`config.mk`:
```
export PLATFORM = sky130hd
export DESIGN_NAME = mwu_ctrl
export DESIGN_NICKNAME = d
export VERILOG_FILES = /design/src/rtl/mwu_pkg.sv /design/src/rtl/mwu_sync.sv /design/src/rtl/mwu_edge_det.sv /design/src/rtl/mwu_regs.sv /design/src/rtl/mwu_ctrl.sv
export SDC_FILE = /design/constraint.sdc
export NUM_CORES = 1
export LEC_CHECK = 0
export ABC_AREA = 1
export BUFFER_PORTS_ARGS = -buffer_cell sky130_fd_sc_hd__buf_4
export CORE_AREA = 4 4 67 69
export DETAILED_ROUTE_END_ITERATION = 6
export DIE_AREA = 0 0 71 73
export PLACE_DENSITY = 0.82
export SYNTH_ARGS = -nofsm -noshare
export SYNTH_HDL_FRONTEND = slang
export SYNTH_SLANG_ARGS = --single-unit
```
`constraint.sdc`:
```
create_clock -name clk -period 1.3 [get_ports clk]
set_input_delay 0.26 -clock clk [delete_from_list [all_inputs] [get_ports clk]]
set_output_delay 0.26 -clock clk [all_outputs]
set_load 0.1 [all_outputs]
```
`src/rtl/mwu_pkg.sv`:
```
package mwu_pkg;
  localparam int unsigned ADDR_W = 2;

  typedef enum logic [ADDR_W-1:0] {
    REG_EN   = 2'd0,
    REG_EDGE = 2'd1,
    REG_PEND = 2'd2,
    REG_NONE = 2'd3
  } reg_sel_e;
endpackage

```
`src/rtl/mwu_sync.sv`:
```
module mwu_sync #(
  parameter int unsigned W      = 8,
  parameter int unsigned STAGES = 2
) (
  input  logic         clk,
  input  logic         rst_n,
  input  logic [W-1:0] async_i,
  output logic [W-1:0] sync_o
);
  generate
    if (STAGES == 0) begin : g_bypass
      assign sync_o = async_i;
    end else begin : g_chain
      logic [W-1:0] stage_q [STAGES];
      logic [W-1:0] stage_d [STAGES];

      always_comb begin
        stage_d[0] = async_i;
        for (int i = 1; i < STAGES; i++) begin
          stage_d[i] = stage_q[i-1];
        end
      end

      always_ff @(posedge clk or negedge rst_n) begin
        if (!rst_n) begin
          for (int i = 0; i < STAGES; i++) begin
            stage_q[i] <= '0;
          end
        end else begin
          for (int i = 0; i < STAGES; i++) begin
            stage_q[i] <= stage_d[i];
          end
        end
      end

      assign sync_o = stage_q[STAGES-1];
    end
  endgenerate
endmodule

```
`src/rtl/mwu_edge_det.sv`:
```
module mwu_edge_det #(
  parameter int unsigned W = 8
) (
  input  logic         clk,
  input  logic         rst_n,
  input  logic [W-1:0] level_i,
  input  logic [W-1:0] falling_i,
  output logic [W-1:0] hit_o
);
  logic [W-1:0] adj_now;
  logic [W-1:0] adj_prev_q;
  logic [W-1:0] adj_prev_d;

  generate
    for (genvar b = 0; b < W; b++) begin : g_bit
      // polarity folded in before the compare: a falling pin looks rising
      assign adj_now[b] = level_i[b] ^ falling_i[b];
      assign hit_o[b]   = adj_now[b] & ~adj_prev_q[b];
    end
  endgenerate

  always_comb begin
    adj_prev_d = adj_now;
  end

  always_ff @(posedge clk or negedge rst_n) begin
    if (!rst_n) begin
      adj_prev_q <= '0;
    end else begin
      adj_prev_q <= adj_prev_d;
    end
  end
endmodule

```
`src/rtl/mwu_regs.sv`:
```
module mwu_regs
  import mwu_pkg::*;
#(
  parameter int unsigned W = 8
) (
  input  logic              clk,
  input  logic              rst_n,
  input  logic              wr_i,
  input  logic [ADDR_W-1:0] addr_i,
  input  logic [W-1:0]      wdata_i,
  input  logic [W-1:0]      hit_i,
  output logic [W-1:0]      en_o,
  output logic [W-1:0]      edge_o,
  output logic [W-1:0]      pend_o,
  output logic [W-1:0]      rdata_o
);
  logic [W-1:0] en_q, en_d;
  logic [W-1:0] edge_q, edge_d;
  logic [W-1:0] pend_q, pend_d;
  logic         en_ce, edge_ce, pend_ce;
  reg_sel_e     sel;

  assign sel = reg_sel_e'(addr_i);

  always_comb begin
    en_ce   = wr_i && (sel == REG_EN);
    edge_ce = wr_i && (sel == REG_EDGE);
    pend_ce = (wr_i && (sel == REG_PEND)) || (|hit_i);
    en_d    = wdata_i;
    edge_d  = wdata_i;
    // a fresh edge is ORed after the write so it is never lost
    pend_d  = ((wr_i && (sel == REG_PEND)) ? wdata_i : pend_q) | hit_i;
  end

  always_ff @(posedge clk or negedge rst_n) begin
    if (!rst_n) begin
      en_q   <= '0;
      edge_q <= '0;
      pend_q <= '0;
    end else begin
      if (en_ce)   en_q   <= en_d;
      if (edge_ce) edge_q <= edge_d;
      if (pend_ce) pend_q <= pend_d;
    end
  end

  always_comb begin
    unique case (sel)
      REG_EN:   rdata_o = en_q;
      REG_EDGE: rdata_o = edge_q;
      REG_PEND: rdata_o = pend_q;
      default:  rdata_o = '0;
    endcase
  end

  assign en_o   = en_q;
  assign edge_o = edge_q;
  assign pend_o = pend_q;
endmodule

```
`src/rtl/mwu_ctrl.sv`:
```
module mwu_ctrl
  import mwu_pkg::*;
#(
  parameter int unsigned N_PINS      = 8,
  parameter int unsigned SYNC_STAGES = 2
) (
  input  logic              clk,
  input  logic              rst_n,
  input  logic [N_PINS-1:0] pin_i,
  input  logic              bus_wr,
  input  logic [ADDR_W-1:0] bus_addr,
  input  logic [N_PINS-1:0] bus_wdata,
  output logic [N_PINS-1:0] bus_rdata,
  input  logic              gie,
  input  logic              port_ie,
  input  logic              halt_req,
  output logic              halt_gnt,
  output logic              wake_req,
  output logic              irq
);
  logic [N_PINS-1:0] pin_s;
  logic [N_PINS-1:0] hit;
  logic [N_PINS-1:0] en_q;
  logic [N_PINS-1:0] edge_q;
  logic [N_PINS-1:0] pend_q;
  logic              wake_any;
  logic              gnt_q, gnt_d;

  mwu_sync #(.W(N_PINS), .STAGES(SYNC_STAGES)) u_sync (
    .clk     (clk),
    .rst_n   (rst_n),
    .async_i (pin_i),
    .sync_o  (pin_s)
  );

  mwu_edge_det #(.W(N_PINS)) u_edge (
    .clk       (clk),
    .rst_n     (rst_n),
    .level_i   (pin_s),
    .falling_i (edge_q),
    .hit_o     (hit)
  );

  mwu_regs #(.W(N_PINS)) u_regs (
    .clk     (clk),
    .rst_n   (rst_n),
    .wr_i    (bus_wr),
    .addr_i  (bus_addr),
    .wdata_i (bus_wdata),
    .hit_i   (hit),
    .en_o    (en_q),
    .edge_o  (edge_q),
    .pend_o  (pend_q),
    .rdata_o (bus_rdata)
  );

  assign wake_any = |(en_q & pend_q);

  always_comb begin
    gnt_d = halt_req && !wake_any;
  end

  always_ff @(posedge clk or negedge rst_n) begin
    if (!rst_n) begin
      gnt_q <= 1'b0;
    end else begin
      gnt_q <= gnt_d;
    end
  end

  assign halt_gnt = gnt_q;
  assign wake_req = wake_any;
  assign irq      = wake_any & gie & port_ie;
endmodule

```
==> out/results.ini <==
[synth]
synth.lib_cells_used.distinct = 18
async_flop_share_pct = 100.0
synth.ff_latch_count = 49
synth-edff-count = 0
synth.top_cells.by_area = sky130_fd_sc_hd__dfrtp_1 (59%), sky130_fd_sc_hd__nand2_1 (12%), sky130_fd_sc_hd__o21ai_2 (6.7%), sky130_fd_sc_hd__nand3_1 (5.7%), sky130_fd_sc_hd__nand3b_1 (2.9%)
syn-num-nets = 233
yosys.area.top_type_share_pct = 58.58
synth_area_per_cell_um2 = 10.02
mappedNetlistArea_um2 = 2093
synth_commonest_cells = sky130_fd_sc_hd__nand2_1 (68), sky130_fd_sc_hd__dfrtp_1 (49), sky130_fd_sc_hd__nand3_1 (24)
synth.yosys.warnings = 0
yosysTopAreaCell = sky130_fd_sc_hd__dfrtp_1
seq_area_frac_synth_pct = 58.58
synth.most_common_cell = sky130_fd_sc_hd__nand2_1
synth_instances = 209
synth_top_flop_cell = sky130_fd_sc_hd__dfrtp_1

[global_routing]
grt_start_max_net_pins = 28
first_global_vias = 1801
grt_first_pass_wirelength_um = 8362
grt.total_usage_pct = 21.14
antenna_found_initial = 0
grt.overflow.total = 0

[detailed_routing]
vias_per_cell = 5.145
drc = 0
finalWirelength_um = 4805
vias = 1698
ant_nets = 0
routedWlPerCell_um = 14.56
detail_route.iter0.violations = 68
drt_pass1_iterations = 4

[layout]
final-instance-count-excl-fill = 330
areaGrowthSynthToFinish_pct = 49.25
nets = 303
antenna_cells = 0
postLayoutCoreUtil_pct = 79.83
final_layout_size_suffix_gt1_share_pct = 50.00
area_of_all_placed_cells_without_fillers_um2 = 3124
layout.filler_cells = 214

[worst_setup_path]
cell_type_of_the_slowest_stage_on_the_worst_timing_path = sky130_fd_sc_hd__dfrtp_1
critical_path.max_fanout = 2
crit_chain = nand2_2, nand2_2, nor2_4, nand2_2, buf_12
arrival_time_at_the_worst_endpoint_ps = 1300
reg2reg_to = halt_gnt
worstSetupStartpointType = flop
worstSetupPathDepth = 5
critPathLaunch = u_regs.pend_o[7]
critPathKind = reg2out
max_stage_delay_ps = 420
endpoint_kind = output pin
crit_path_to = wake_req
timing.critical_path.mode_cell = sky130_fd_sc_hd__nand2_2
path_delay_family = flip-flops
worstRegToRegCells = 6
reg2reg_setup_slack_ps = 160
critical_path.n_buffers_inverters = 1
crit_required_ps = 1040
timing.rr.start = u_regs.pend_o[7]

[floorplanning]
design.core.area_um2 = 3914
core.rowCount = 23
floorplan.die_area_um2 = 5183
chipHeight_um = 73
pin_count = 35
initial_core_util_pct = 53.48
dieWidth_um = 71

[cts]
clk_pin_slew_worst_paths_ps = 90
cts-htree-levels = 2
clk-insertion-delay-late_ps = 310
cts_buffers = 5
cts_tree = built
clock_tree.root_cell = sky130_fd_sc_hd__clkbuf_8
clock_path_buffers = 2
count_of_clock_tree_sinks = 49

[placement]
place.gp.congestion = 0.8220
place.port_buffers = 34
detailed_place.area_um2 = 2655
dpl.cell_count = 310
place_hpwl_um = 2995

[power]
p_leak_nw = 1.545
seq_power_share_pct = 42.0
clock_power_share_pct = 20.4
switchingPower_mw = 1.556
pwr-share-comb_pct = 37.6
cellPowerDensity_nw_per_um2 = 1393
netSwitchingFraction_pct = 35.75
irDropWorstVdd_v = 0.001153
p_int_mw = 2.797

[timing]
period_utilization_pct = 119.9
fmaxAchievable_ghz = 0.6417
tightestPinTransition_ps = 305.7
finalWorstPathRequiredPeriod_ps = 1558
rsz0062_at_grt = yes
timing.final.ws_setup_ps = -258.3
finalMaxSlewViolations = 0
timing.clock.skew_ps = 7.678
setup_viols_final = 10
hold_viol = 0
timing.slew.headroom_pct = 79.62

[status]
violations = setup timing
result_of_the_run = finished with violations

[run]
maxCapViolCount = 0

[min_path]
hold_class = in2reg

==> cells in the final DEF (no fill, tap or decap), drive strengths merged <==
cell type | Yosys | final
nand2 | 73 | 73
buf | 3 | 65
dfrtp | 49 | 49
nand3 | 25 | 25
o21ai | 16 | 16
inv | 13 | 13
or2 | 8 | 8
and2 | 8 | 8
nand3b | 8 | 8
clkbuf | 0 | 5
nor2 | 5 | 5
clkinvlp | 0 | 3
a21oi | 1 | 1
dlygate4sd3 | 0 | 1
==> state kept, by name (all words and copies together) (netlist names) <==
signal                  count
u_edge.adj_prev_q           8
u_regs.edge_o               8
u_regs.en_o                 8
u_regs.pend_o               8
u_sync.g_chain.stage_d      8
u_sync.sync_o               8
halt_gnt                    1
==> metal layers <==
metal	track usage, %	vias to the layer above	routed length [µm]
li1	-	813	-
met1	24.46	841	1933
met2	38.11	38	2585
met3	4.959	6	220
met4	7.933	0	65
met5	0	-	0
==> stage by stage <==
step / total power, mW / TNS (ps) / setup WS, ps / hold WS, ps
3_3_place_gp: 3.061 / -875.1 / -114.0 / 171.2
3_5_place_dp: 3.092 / -1043 / -144.6 / 171.1
4_1_cts: 4.311 / -1414 / -244.2 / 42.46
6_report: 4.353 / -1475 / -258.3 / 54.33
2_1_floorplan: 2.691 / -39.04 / -39.04 / -35.59
5_1_grt: 4.570 / -1928 / -311.9 / 35.39
==> power by group through the flow <==
stage | Clock (mW) | Sequential (mW) | Combinational, mW
4_1_cts | 0.909 | 1.82 | 1.58
3_3_place_gp | 0 | 1.84 | 1.22
2_1_floorplan | 0 | 1.86 | 0.831
5_1_grt | 0.978 | 1.85 | 1.74
6_report | 0.888 | 1.83 | 1.64
3_5_place_dp | 0 | 1.85 | 1.25
==> logic make-up after synthesis <==
logic type	Yosys count	share of synthesized area (%)
AND/OR/NAND/NOR	127	30.25
flip-flops	49	58.58
AO/OA/AOI/OAI	17	6.933
buffers and inverters	16	4.244
==> repair_timing <==
action,in CTS,in global routing
hold buffers,1,0
endpoints found under the setup margin,10,10
gates cloned,0,0
endpoints found under the hold margin,22,0
gates resized for setup,70,5
setup buffers,7,5
pin swaps,10,3
==> final cells by class <==
class,instances,area [µm²],area share (%)
well taps,50,62.56,2.002
flip-flops and latches,49,1226,39.25
multi-input cells,144,1020,32.64
repair buffers,66,673.1,21.55
clock inverters,3,22.52,0.7209
inverters,13,51.30,1.642
clock buffers,5,68.82,2.203
==> how the worst min path moves through the flow <==
stage          startpoint                   endpoint  slack [ps]  cells after the start
3_5_place_dp        rst_n           u_sync.sync_o[3]         170                      1
4_1_cts          pin_i[2]  u_sync.g_chain.stage_d[2]          40                      1
5_1_grt          pin_i[0]  u_sync.g_chain.stage_d[0]          40                      1
2_1_floorplan       rst_n                   halt_gnt         -40                      0
6_report         pin_i[1]  u_sync.g_chain.stage_d[1]          50                      1
3_3_place_gp        rst_n           u_sync.sync_o[3]         170                      1
No activity file was read; power rests on OpenSTA's default activity.
